===== src/rtl/strap_capture.sv =====
// Samples the shared pins during power-on reset and holds them afterwards.
// Assumes por_n is synchronous to clk. The pins are sampled at every edge while por_n is low.
module strap_capture #(
    parameter int unsigned FS_W = 4
) (
    input  logic              clk,
    input  logic              por_n,
    input  logic [FS_W-1:0]   fs_pin_in,
    input  logic              mode_pin_in,
    output logic [FS_W-1:0]   fs_held,
    output logic              mode_held,
    output logic [FS_W:0]     pin_oe,
    output logic [FS_W-1:0]   fs_readback_n
);
    localparam int unsigned PINS = FS_W + 1;

    // Track the pins while reset is held, then freeze.
    always_ff @(posedge clk) begin
        if (!por_n) begin
            fs_held   <= fs_pin_in;
            mode_held <= mode_pin_in;
        end
    end

    // Hand each pin to its output driver once reset is released.
    for (genvar p = 0; p < PINS; p++) begin : g_oe
        always_ff @(posedge clk) begin
            pin_oe[p] <= por_n;
        end
    end

    // Readback copy carries each strap inverted.
    for (genvar b = 0; b < FS_W; b++) begin : g_rb
        assign fs_readback_n[b] = ~fs_held[b];
    end
endmodule


===== src/rtl/code_select.sv =====
// Holds the software override word and registers the active frequency code.
// Assumes the write strobe is a single-cycle pulse in the clk domain.
module code_select #(
    parameter int unsigned FS_W   = 4,
    parameter int unsigned CODE_W = FS_W + 1
) (
    input  logic              clk,
    input  logic              por_n,
    input  logic [FS_W-1:0]   fs_held,
    input  logic              cfg_wr,
    input  logic              cfg_sel,
    input  logic [CODE_W-1:0] cfg_code,
    output logic [CODE_W-1:0] freq_code
);
    logic              sel_q;
    logic [CODE_W-1:0] sw_q;
    logic              sel_nx;
    logic [CODE_W-1:0] sw_nx;
    logic [CODE_W-1:0] strap_code;

    assign strap_code = {{(CODE_W-FS_W){1'b0}}, fs_held};

    // Next override state: a write replaces the stored value.
    always_comb begin
        sel_nx = cfg_wr ? cfg_sel  : sel_q;
        sw_nx  = cfg_wr ? cfg_code : sw_q;
    end

    // Store the override word; reset selects the straps.
    always_ff @(posedge clk) begin
        if (!por_n) begin
            sel_q <= 1'b0;
            sw_q  <= '0;
        end else begin
            sel_q <= sel_nx;
            sw_q  <= sw_nx;
        end
    end

    // Register the chosen code so it moves only on an edge.
    always_ff @(posedge clk) begin
        if (!por_n) freq_code <= '0;
        else        freq_code <= sel_nx ? sw_nx : strap_code;
    end
endmodule


===== src/rtl/strap_select_top.sv =====
// Top of the power-on strap capture and frequency code select block.
// Assumes one clock domain and a synchronous active-low power-on reset.
module strap_select_top #(
    parameter int unsigned FS_W   = 4,
    parameter int unsigned CODE_W = FS_W + 1
) (
    input  logic              clk,
    input  logic              por_n,
    input  logic [FS_W-1:0]   fs_pin_in,
    input  logic              mode_pin_in,
    input  logic              cfg_wr,
    input  logic              cfg_sel,
    input  logic [CODE_W-1:0] cfg_code,
    output logic [FS_W:0]     pin_oe,
    output logic [CODE_W-1:0] freq_code,
    output logic [FS_W-1:0]   fs_readback_n,
    output logic              stop_in_sel
);
    logic [FS_W-1:0] fs_held;
    logic            mode_held;

    strap_capture #(.FS_W(FS_W)) u_cap (
        .clk           (clk),
        .por_n         (por_n),
        .fs_pin_in     (fs_pin_in),
        .mode_pin_in   (mode_pin_in),
        .fs_held       (fs_held),
        .mode_held     (mode_held),
        .pin_oe        (pin_oe),
        .fs_readback_n (fs_readback_n)
    );

    code_select #(.FS_W(FS_W), .CODE_W(CODE_W)) u_sel (
        .clk       (clk),
        .por_n     (por_n),
        .fs_held   (fs_held),
        .cfg_wr    (cfg_wr),
        .cfg_sel   (cfg_sel),
        .cfg_code  (cfg_code),
        .freq_code (freq_code)
    );

    // Low mode strap turns the shared pin into the stop input.
    assign stop_in_sel = ~mode_held;
endmodule


===== config.mk =====
export PLATFORM = sky130hd
export DESIGN_NAME = strap_select_top
export DESIGN_NICKNAME = d
export VERILOG_FILES = /design/src/rtl/strap_capture.sv /design/src/rtl/code_select.sv /design/src/rtl/strap_select_top.sv
export SDC_FILE = /design/constraint.sdc
export NUM_CORES = 1
export LEC_CHECK = 0
export BUFFER_PORTS_ARGS = -buffer_cell sky130_fd_sc_hd__buf_2
export CORE_ASPECT_RATIO = 1.25
export CORE_UTILIZATION = 30
export DETAILED_ROUTE_END_ITERATION = 16
export PLACE_DENSITY = 0.67
export RECOVER_POWER = 50
export SYNTH_ARGS = -nofsm -noshare
export SYNTH_HDL_FRONTEND = slang
export SYNTH_SLANG_ARGS = --single-unit

===== constraint.sdc =====
create_clock -name clk -period 1.1 [get_ports clk]
set_input_delay 0.22 -clock clk [delete_from_list [all_inputs] [get_ports clk]]
set_output_delay 0.22 -clock clk [all_outputs]
set_load 0.05 [all_outputs]

Word-level counts from Yosys, hierarchy flattened
Cells that the tools add are included.
Word-level totals
  register bits after elaboration: 17
  logic and storage cells: 16
Operators by class
  muxes and demuxes: 3
  bitwise operators: 5
  reduce and logical (&&, ||, !) cells: 1
Operator list (count)
  2-to-1 mux 5 bit: 1
  inverter 1 bit: 5
  2-to-1 mux 4 bit: 1
  AND reduction 2 bit: 1
  2-to-1 mux 1 bit: 1

Logic depth before layout (Yosys ltp)
Gate-level depths: netlist of run 1.
  depth in word-level cells: 2
  mapped depth: 4
  depth with buffers taken out: 3

Hierarchy
Synthesis of run 1 repeated with hierarchy kept, for this count alone.
Unflattened totals
  cell total of the unflattened synthesis: 50
  area, all modules: 624.3 µm²
Modules (own cells, without submodules)
  code_select: cells an instance 34, instances 1, seq. area each 220.2 µm², area an instance 401.6 µm²
  strap_capture: cells an instance 15, instances 1, seq. area each 170.2 µm², area an instance 219.0 µm²
  strap_select_top: cells an instance 1, instances 1, seq. area each 0.0 µm², area an instance 3.8 µm²

Worst setup path after synthesis of run 1
No wires, ideal clock.
  path kind: register -> output
  start point: register u_cap.pin_oe[0] (netlist name)
  end point: output port pin_oe[1]
  path slack: -74 ps
  arrival time: 954 ps
  cell stages (with the launch flop): 2
  path buffers: 1
  path through: dfxtp_1 > buf_4
RTL lines
  to (decl): RTL line strap_select_top.sv:14  | output logic [FS_W:0] pin_oe,

Worst setup path in the final report of run 1
  start point: register u_cap.fs_held[1]
  end point: output port fs_readback_n[1]
On the way
  longest elaborated chain between the ends: 1
RTL lines
  from (decl): RTL line strap_capture.sv:10  | output logic [FS_W-1:0] fs_held,
  from (signal assigned): RTL line strap_capture.sv:20  | fs_held <= fs_pin_in;
  inverter 1 bit: RTL line strap_capture.sv:34  | assign fs_readback_n[b] = ~fs_held[b];
  to (decl): RTL line strap_select_top.sv:16  | output logic [FS_W-1:0] fs_readback_n,
No other way between the ends.

==> metrics.md, run 1 <==
| Metric | Value |
|---|---|
| ANT nets after route | `0` |
| Mapped cell area | `roughly 600 µm²` |
| CTS Hold Bufs | `0` |
| Core area | `1830 µm²` |
| Number of CTS-inserted buffers | `3` |
| Hold crit path type | `in -> reg` |
| Die ar. | `between 2000 and 2500 µm²` |
| Die height | `between 50 and 60 µm` |
| Largest net degree at the start of global routing | `15` |
| Mapped Nets | `between 60 and 70` |
| # rows | `17` |
| Worst setup margin | `-60.3 ps` |
| Slew @ Worst Pin | `~480 ps` |
| Clock latency on the worst-skew pair | `290 ps` |
| CP required | `between 800 and 900 ps` |
| Pwr Total | `1.38 mW` |
| Dpl ws | `42.2 ps` |
| Clock-pin slew on the worst setup and hold paths | `approximately 100 ps` |
| Critical Path End Type | `output pin` |
| Area Growth Syn to Fin | `46.5%` |
| Initial Util | `0.330` |
| Residual DRC count | `0` |
| Final Hold Fails | `0` |
| Via count | `441` |
| Syn avg cell area | `between 10 and 15 µm²` |
| Worst Reg2Reg Path Length in Cells | `4` |
| Worst Path Max Fanout | `2` |
| Critical path launch point type | `flop` |
| Port bufs | `28` |
| Seq cells post-synth | `17` |
| Worst clock skew | `approximately 6.3 ps` |
| Yosys warning count | `0` |
| WP data arrival | `between 900 and 1000 ps` |
| Initial antenna violation count | `0` |
| Register area share after synthesis | `0.647` |
| Levels on crit path | `2` |
| Status | `finished, violations left` |
| Maxcap violations | `0` |
| Post-synth top area share | `0.398` |
| Drt wl/cell | `roughly 11 µm` |
| Crit path cell chain | `inv_1 > buf_6` |
| Min cycle time layout | `approximately 1200 ps` |
| GP Congestion | `0.706` |
| Synth area leader | `dfxtp_1` |
| Rel. slew slack | `0.680` |
| Level count of the clock H-tree | `1` |
| Chip width | `about 42 µm` |
| I/O pin cnt | `29` |
| Hold Path Stages | `1` |
| Failing checks | `negative setup slack` |
| Critical path class | `reg -> out` |
| Max-slew violation count | `0` |
| Ratio of cells with drive above 1 in the final layout | `0.543` |
| Peak supply drop | `about 0.75 mV` |
| P_leak | `~0.43 nW` |
| FMAX | `~860 MHz` |
| # diodes | `0` |
| Critical path's top delay family | `flip-flops` |
| CTS tree | `built` |
| Period Utilization, post-route | `1.05` |
| Mapped Cells | `between 40 and 50` |
| 1st-iter DRT viols | `8` |
| Clk root buf | `clkbuf_4` |
| All-layer global routing usage | `0.113` |
| First-pass GRT wire length | `~1.8 mm` |
| RSZ-0062 raised after global routing | `true` |
| Slowest-stage cell, CP | `edfxtp_1` |
| Final net count | `96` |
| DP HPWL | `about 760 µm` |
| Clk buf depth | `2` |
| Pwr per Cell Area | `1560 nW/µm²` |
| CP peak stage delay | `410 ps` |
| Vias in the first global route | `~400` |
| DRT Pass-1 Iters | `4` |
| Leading post-synthesis cells by cell area | `dfxtp_1 40%, edfxtp_1 25%, mux2i_1 8.3%, nor2_1 5.6%, buf_4 5.0%` |
| Distinct cell type count after synthesis | `12` |
| WP buf/inv | `2` |
| Final Setup Violations | `5` |
| Grt total ovfl | `0` |
| Clock Sinks | `17` |
| Final WL | `about 1.1 mm` |
| Drt via density | `approximately 4.4` |
==> what timing repair did <==
item                       4_1_cts  5_1_grt
gates resized for setup         15       20
cloned                           0        0
setup endpoints to repair       12       13
setup buffers                    2        2
==> cell type report <==
type	instances	area, µm²
clock buffer	3	22.5
inverter	6	22.5
timing repair buffer	33	267
sequential	17	394
clock inverter	1	5.00
fill	169	946
tap	19	23.8
multi-input combinational	21	149
==> path summary, 6_finish.rpt <==
| kind | startpoint | to | slack [ps] |
|---|---|---|---|
| worst max-delay path | u_cap.fs_held[1]$_DFFE_PN_ | fs_readback_n[1] | -60 |
| worst min register to register | u_sel.sw_q[1]$_SDFF_PN0_ | u_sel.sw_q[1]$_SDFF_PN0_ | 510 |
| worst min-delay path | por_n | u_cap.pin_oe[0]$_DFF_P_ | 70 |
| worst max register to register | u_cap.fs_held[1]$_DFFE_PN_ | u_sel.freq_code[1]$_SDFF_PN0_ | 140 |
==> kinds of logic (layout without fill, tap and decap cells) <==
logic type / count (synthesis) / after routing / share of synthesized area
AOI/OAI and AO/OA: 4 / 4 / 0.0581
buffers and inverters: 11 / 43 / 0.106
DFF: 17 / 17 / 0.647
muxes: 6 / 6 / 0.108
and+or+nand+nor: 11 / 11 / 0.0809
==> cells in the mapped netlist (all sizes together) <==
master	n
inv	6
mux2	1
nor2	9
dfxtp	12
mux2i	5
a211oi	4
buf	5
edfxtp	5
and2	2
==> registers in the layout, summed over array words and instances, names as in the netlist <==
register,count
u_cap.fs_held,4
u_cap.mode_held,1
u_cap.pin_oe,1
u_sel.freq_code,5
u_sel.sel_q,1
u_sel.sw_q,5
==> metal layers <==
metal / vias to the layer above / wire [µm] / GRT usage
met5: - / 0 / 0
met2: 20 / 558 / 0.172
met3: 2 / 68 / 0.0382
met1: 199 / 502 / 0.134
li1: 220 / - / -
met4: 0 / 12 / 0.0781
==> through the flow <==
stage	util	instance area, µm²	hold WS [ps]	setup TNS, ps	cells
after global routing	0.483	883	60.1	-469	100
after CTS	0.449	821	50.5	-356	98
final	0.483	883	72.9	-181	100
after detailed placement	0.402	734	364	0	92
after global placement	0.402	734	367	0	92
after floorplan	-	604	248	0	49
==> cell usage in the layout (no fill, tap or decap) <==
| cell type | n |
|---|---|
| clkbuf_1 | 1 |
| clkbuf_4 | 6 |
| buf_4 | 7 |
| nor2_1 | 9 |
| a211oi_1 | 3 |
| inv_2 | 3 |
| buf_6 | 6 |
| edfxtp_1 | 5 |
| and2_2 | 2 |
| mux2_4 | 1 |
| dfxtp_4 | 1 |
| clkinv_2 | 1 |
| buf_2 | 12 |
| inv_1 | 3 |
| a211oi_2 | 1 |
| buf_8 | 4 |
| dfxtp_1 | 11 |
| mux2i_1 | 5 |
==> power breakdown <==
part | internal [mW] | total (mW) | switching [mW]
clock | 0.135 | 0.333 | 0.198
combinational | 0.131 | 0.338 | 0.208
sequential | 0.689 | 0.709 | 0.0195
total | 0.955 | 1.38 | 0.425
Note: power is estimated with default switching activity, not from simulation.
==> inputs of run 2 (changes only) <==
Settings changed: MAX_ROUTING_LAYER from default to met4.
==> run 2 against run 1 <==
- the flow still finishes with violations (negative setup slack)
- power is essentially flat
- wire length shrank 0.26%
- clock power is essentially flat
- flip-flop and latch count is the same
- sequential power is essentially flat
==> metrics.md, run 2 (synthesis gave the netlist of run 1 again) <==
| Metric | Value |
|---|---|
| Status | `finished, violations left` |
| Failing checks | `negative setup slack` |
| ANT nets after route | `0 (unchanged)` |
| Pwr per Cell Area | `1560 nW/µm² (about the same)` |
| Commonest non-fill, non-tap cell in the layout | `buf_2` |
| Clock Sinks | `17 (unchanged)` |
| Internal power | `0.955 mW (about the same)` |
| Via count | `433 (-1.8%)` |
| Final Hold Fails | `0 (unchanged)` |
| Initial antenna violation count | `0 (unchanged)` |
| DP HPWL | `762 µm (unchanged)` |
| RSZ-0062 raised after global routing | `true` |
| Worst clock skew | `5.97 ps (-0.281 ps)` |
| Fillers | `169 (unchanged)` |
| R2r startpoint | `u_cap.fs_held[1]$_DFFE_PN_` |
| Crit path from | `u_cap.fs_held[1]$_DFFE_PN_` |
| Min cycle time layout | `1160 ps (-1.14 ps)` |
| Vias in the first global route | `404 (-0.98%)` |
| Drt via density | `4.33 (-1.8%)` |
| CTS Hold Bufs | `0 (unchanged)` |
| Worst Path Max Fanout | `2 (unchanged)` |
| Clock latency on the worst-skew pair | `290 ps (about the same)` |
| Drt wl/cell | `11.4 µm (-0.26%)` |
| Die ar. | `2190 µm² (unchanged)` |
| Sequential share of power | `0.514 (about the same)` |
| FF/Latch Area | `394 µm² (unchanged)` |
| Worst Reg2Reg Path Length in Cells | `4 (unchanged)` |
| I/O pin cnt | `29 (unchanged)` |
| Number of CTS-inserted buffers | `3 (unchanged)` |
| Level count of the clock H-tree | `1 (unchanged)` |
| Final WL | `1.14 mm (-0.26%)` |
| Worst setup margin | `-59.2 ps (+1.14 ps)` |
| DP Area | `734 µm² (unchanged)` |
| Net switching fraction of the power | `0.307 (-0.000589)` |
| Placed cells | `92 (unchanged)` |
| Pwr Total | `1.38 mW (about the same)` |
| Area Growth Syn to Fin | `46.5% (unchanged)` |
| 1st-iter DRT viols | `6 (-2)` |
| Hold crit path type | `in -> reg` |
| Critical path class | `reg -> out` |
| All-layer global routing usage | `0.117 (+0.00375)` |
| Ratio of cells with drive above 1 in the final layout | `0.543 (unchanged)` |
| Period Utilization, post-route | `1.05 (about the same)` |
| Rel. slew slack | `0.685 (+0.00524)` |
| Hold slack | `73.6 ps (+0.639 ps)` |
| DRT Pass-1 Iters | `4 (unchanged)` |
| Critical path launch point type | `flop` |
| NetSw | `0.424 mW (-0.28%)` |
| Multi-input logic area | `149 µm² (unchanged)` |
| Dpl ws | `42.2 ps (unchanged)` |
| Clock group share of total power | `0.241 (about the same)` |
| Critical Path End Type | `output pin` |
| Combinational share of power | `0.245 (about the same)` |
| Top Registers | `u_sel.freq_code: 5 flops, u_sel.sw_q: 5 flops, u_cap.fs_held: 4 flops` |
| Peak supply drop | `0.750 mV (-0.22%)` |
| Core area | `1830 µm² (unchanged)` |
| CTS tree | `built` |
| Clock-pin slew on the worst setup and hold paths | `100 ps (about the same)` |
| Final net count | `96 (unchanged)` |
| P_leak | `0.425 nW (unchanged)` |
| Final core utilization | `0.483 (unchanged)` |
| Final instance area | `883 µm² (unchanged)` |
| Clk buf depth | `2 (unchanged)` |
| Initial Util | `0.330 (unchanged)` |
| Port bufs | `28 (unchanged)` |
| GP Congestion | `0.714 (+1.1%)` |
| Maxcap violations | `0 (unchanged)` |
| Residual DRC count | `0 (unchanged)` |
| Slew @ Worst Pin | `471 ps (-7.86 ps)` |
| Chip width | `42.1 µm (unchanged)` |
| R2r setup slk | `140 ps (about the same)` |
| CP required | `880 ps (about the same)` |
| Fin cells | `100 (unchanged)` |
| Most frequent cells in the layout | `12 x buf_2, 11 x dfxtp_1, 9 x nor2_1` |
| Clk root buf | `clkbuf_4` |
| Largest net degree at the start of global routing | `15 (unchanged)` |
| CP Capture Point | `fs_readback_n[1]` |
| WP data arrival | `940 ps (about the same)` |
| Grt total ovfl | `0 (unchanged)` |
| FMAX | `863 MHz (about the same)` |
| R2R Path End | `u_sel.freq_code[1]$_SDFF_PN0_` |
| Setup TNS | `-179 ps (+2.41 ps)` |
| Max-slew violation count | `0 (unchanged)` |
| Final Setup Violations | `5 (unchanged)` |
| # rows | `17 (unchanged)` |
| Die height | `52.1 µm (unchanged)` |
| # diodes | `0 (unchanged)` |
| First-pass GRT wire length | `1.77 mm (+0.80%)` |
-- run 2: layout make-up --
type	count	share of cell area
clock buffer	3	0.0255
multi-input combinational	21	0.169
clock inverter	1	0.00567
tap	19	0.0269
timing repair buffer	33	0.302
sequential	17	0.446
inverter	6	0.0255
-- run 2: routing by layer --
metal | vias up | track usage | part of all wire
met5 | - | - | 0
met4 | 0 | 0.0781 | 0.011
met3 | 2 | 0.0382 | 0.061
met2 | 20 | 0.172 | 0.49
met1 | 192 | 0.137 | 0.44
li1 | 219 | - | -
-- run 2: how the worst min path moves through the flow --
stage	cells past startpoint	end	from
2_1_floorplan	0	u_cap.pin_oe[0]$_DFF_P_	por_n
3_3_place_gp	1	u_cap.pin_oe[0]$_DFF_P_	por_n
3_5_place_dp	1	u_cap.pin_oe[0]$_DFF_P_	por_n
4_1_cts	1	u_cap.pin_oe[0]$_DFF_P_	por_n
5_1_grt	1	u_cap.pin_oe[0]$_DFF_P_	por_n
6_report	1	u_cap.pin_oe[0]$_DFF_P_	por_n
-- run 2: power groups by stage --
stage                     logic [mW]  clock network (mW)  registers [mW]
after global routing           0.358               0.370           0.714
after CTS                      0.310               0.354           0.707
final                          0.338               0.333           0.709
after detailed placement       0.273                   0           0.721
after floorplan                0.156                   0           0.776
after global placement         0.269                   0           0.719
-- run 2: what timing repair did --
action / 4_1_cts / 5_1_grt
gates resized for setup: 15 / 20
endpoints found under the setup margin: 12 / 13
setup buffers: 2 / 2
-- run 2: critical path: stages, from the launching register on --
cell,delay (ps)
edfxtp_1,410
inv_1,80
buf_6,150
==> inputs of run 3 (changes only) <==
Clock period 1.1 ns to 1.5 ns, I/O delays scaled along.
==> run 3 against run 2 <==
- the flow now finishes without violations
- clock power down 29%
- sequential power down 27%
- first-iteration DRC count up 50%
- via count down 5.1%
- clock skew down 4.4 ps
- utilization down 7.5 points
- global-route usage down 3.2 points
- flip-flop and latch count unchanged
- design area down 15%
- worst hold slack better by 84 ps
- sequential share of layout area up 7.6 points
- register-to-register slack better by 280 ps
==> metrics.md, run 3 (synthesis gave the netlist of run 1 again) <==
| Metric | Value |
|---|---|
| Top Registers | `u_sel.freq_code: 5 flops, u_sel.sw_q: 5 flops, u_cap.fs_held: 4 flops` |
| Initial antenna violation count | `0 (unchanged)` |
| Level count of the clock H-tree | `1 (unchanged)` |
| Clk root buf | `clkbuf_4` |
| Die ar. | `2190 µm² (unchanged)` |
| Pwr per Cell Area | `1270 nW/µm² (-19%)` |
| Slew @ Worst Pin | `467 ps (-4.63 ps)` |
| Internal power | `0.659 mW (-31%)` |
| Critical path launch point type | `flop` |
| Final Setup Violations | `0 (-5)` |
| All-layer global routing usage | `0.0847 (-0.0323)` |
| Fillers | `181 (+7.1%)` |
| Hold crit path type | `in -> reg` |
| Fin cells | `95 (-5.0%)` |
| Peak supply drop | `0.582 mV (-22%)` |
| Dpl ws | `307 ps (+265 ps)` |
| Initial Util | `0.330 (unchanged)` |
| Final instance area | `747 µm² (-15%)` |
| Critical path class | `reg -> out` |
| Clock Sinks | `17 (unchanged)` |
| Clock latency on the worst-skew pair | `280 ps (about the same)` |
| Worst Path Max Fanout | `2 (unchanged)` |
| First-pass GRT wire length | `1.33 mm (-25%)` |
| Setup TNS | `0 ps (+179 ps)` |
| R2r setup slk | `420 ps (+280 ps)` |
| # diodes | `0 (unchanged)` |
| Core area | `1830 µm² (unchanged)` |
| Die height | `52.1 µm (unchanged)` |
| 1st-iter DRT viols | `9 (+3)` |
| DRT Pass-1 Iters | `3 (-1)` |
| CP required | `1200 ps (+320 ps)` |
| Maxcap violations | `0 (unchanged)` |
| I/O pin cnt | `29 (unchanged)` |
| Sequential share of power | `0.546 (+0.032)` |
| Period Utilization, post-route | `0.870` |
| WP data arrival | `1010 ps (+70 ps)` |
| Min cycle time layout | `1310 ps` |
| Status | `complete, no violations` |
| Clk buf depth | `2 (unchanged)` |
| Via count | `411 (-5.1%)` |
| Largest net degree at the start of global routing | `15 (unchanged)` |
| # rows | `17 (unchanged)` |
| Final WL | `961 µm (-16%)` |
| GP Congestion | `0.662 (-7.3%)` |
| FMAX | `~770 MHz` |
| RSZ-0062 raised after global routing | `false` |
| Final Hold Fails | `0 (unchanged)` |
| Hold slack | `158 ps (+84.1 ps)` |
| Commonest non-fill, non-tap cell in the layout | `buf_2` |
| Number of CTS-inserted buffers | `3 (unchanged)` |
| Vias in the first global route | `339 (-16%)` |
| P_leak | `0.372 nW (-13%)` |
| Clock group share of total power | `0.251 (+0.010)` |
| Area Growth Syn to Fin | `23.9%` |
| Placed cells | `91 (-1.1%)` |
| Post-CTS sizing | `0 (-15)` |
| Ratio of cells with drive above 1 in the final layout | `0.434 (-0.109)` |
| Post-CTS Setup Inserts | `0 (-2)` |
| Critical Path End Type | `output pin` |
| DP Area | `726 µm² (-1.2%)` |
| Rel. slew slack | `0.689 (+0.00309)` |
| Most frequent cells in the layout | `27 x buf_2, 12 x dfxtp_1, 9 x nor2_1` |
| Net switching fraction of the power | `0.304 (-0.00332)` |
| CTS Hold Bufs | `0 (unchanged)` |
| ANT nets after route | `0 (unchanged)` |
| Drt wl/cell | `10.1 µm (-11%)` |
| NetSw | `0.288 mW (-32%)` |
| CTS tree | `built` |
| Final net count | `91 (-5.2%)` |
| Max-slew violation count | `0 (unchanged)` |
| Residual DRC count | `0 (unchanged)` |
| Clock-pin slew on the worst setup and hold paths | `90 ps (about the same)` |
| Grt total ovfl | `0 (unchanged)` |
| Port bufs | `28 (unchanged)` |
| Worst clock skew | `1.59 ps (-4.38 ps)` |
| Chip width | `42.1 µm (unchanged)` |
| Combinational share of power | `0.203 (-0.042)` |
| Worst setup margin | `195 ps (+254 ps)` |
| Drt via density | `4.33 (about the same)` |
[run 3: final timing paths]
check	endpoint	cells after the start	start
max	fs_readback_n[1]	2	u_cap.fs_held[1]$_DFFE_PN_
min	u_cap.pin_oe[0]$_DFF_P_	1	por_n
max reg2reg	u_sel.freq_code[0]$_SDFF_PN0_	3	u_sel.sel_q$_SDFF_PN0_
min reg2reg	u_sel.sw_q[1]$_SDFF_PN0_	2	u_sel.sw_q[1]$_SDFF_PN0_
[run 3: area by class of cell]
class	count	area, µm²	share of cell area
sequential	17	390	0.523
clock buffer	4	26.3	0.0352
inverter	6	22.5	0.0302
tap	19	23.8	0.0318
multi-input combinational	21	145	0.194
timing repair buffer	28	139	0.186
[run 3: per-layer routing]
| layer | global-route usage | part of all wire | routed length (µm) | vias to the layer above |
|---|---|---|---|---|
| met3 | 0.0347 | 0.075 | 72 | 0 |
| met4 | 0.0313 | 0 | 0 | 0 |
| met2 | 0.133 | 0.50 | 482 | 18 |
| met1 | 0.0980 | 0.42 | 407 | 183 |
| met5 | - | 0 | 0 | - |
| li1 | - | - | - | 210 |
[run 3: worst max-delay path: stages, from the launching register on]
cell and delay (ps):
edfxtp_1 400, inv_1 70, buf_2 250
[run 3: power by group through the flow]
stage | registers [mW] | clock network [mW] | logic, mW
global route | 0.520 | 0.262 | 0.202
CTS | 0.518 | 0.246 | 0.198
detailed placement | 0.528 | 0 | 0.197
finish | 0.517 | 0.237 | 0.192
floorplan | 0.569 | 0 | 0.114
global placement | 0.528 | 0 | 0.195
[run 3: metrics by stage]
step | util | power, mW
final | 0.408 | 0.946
after global routing | 0.408 | 0.985
after CTS | 0.411 | 0.961
after detailed placement | 0.397 | 0.725
after global placement | 0.397 | 0.723
after floorplan | - | 0.683
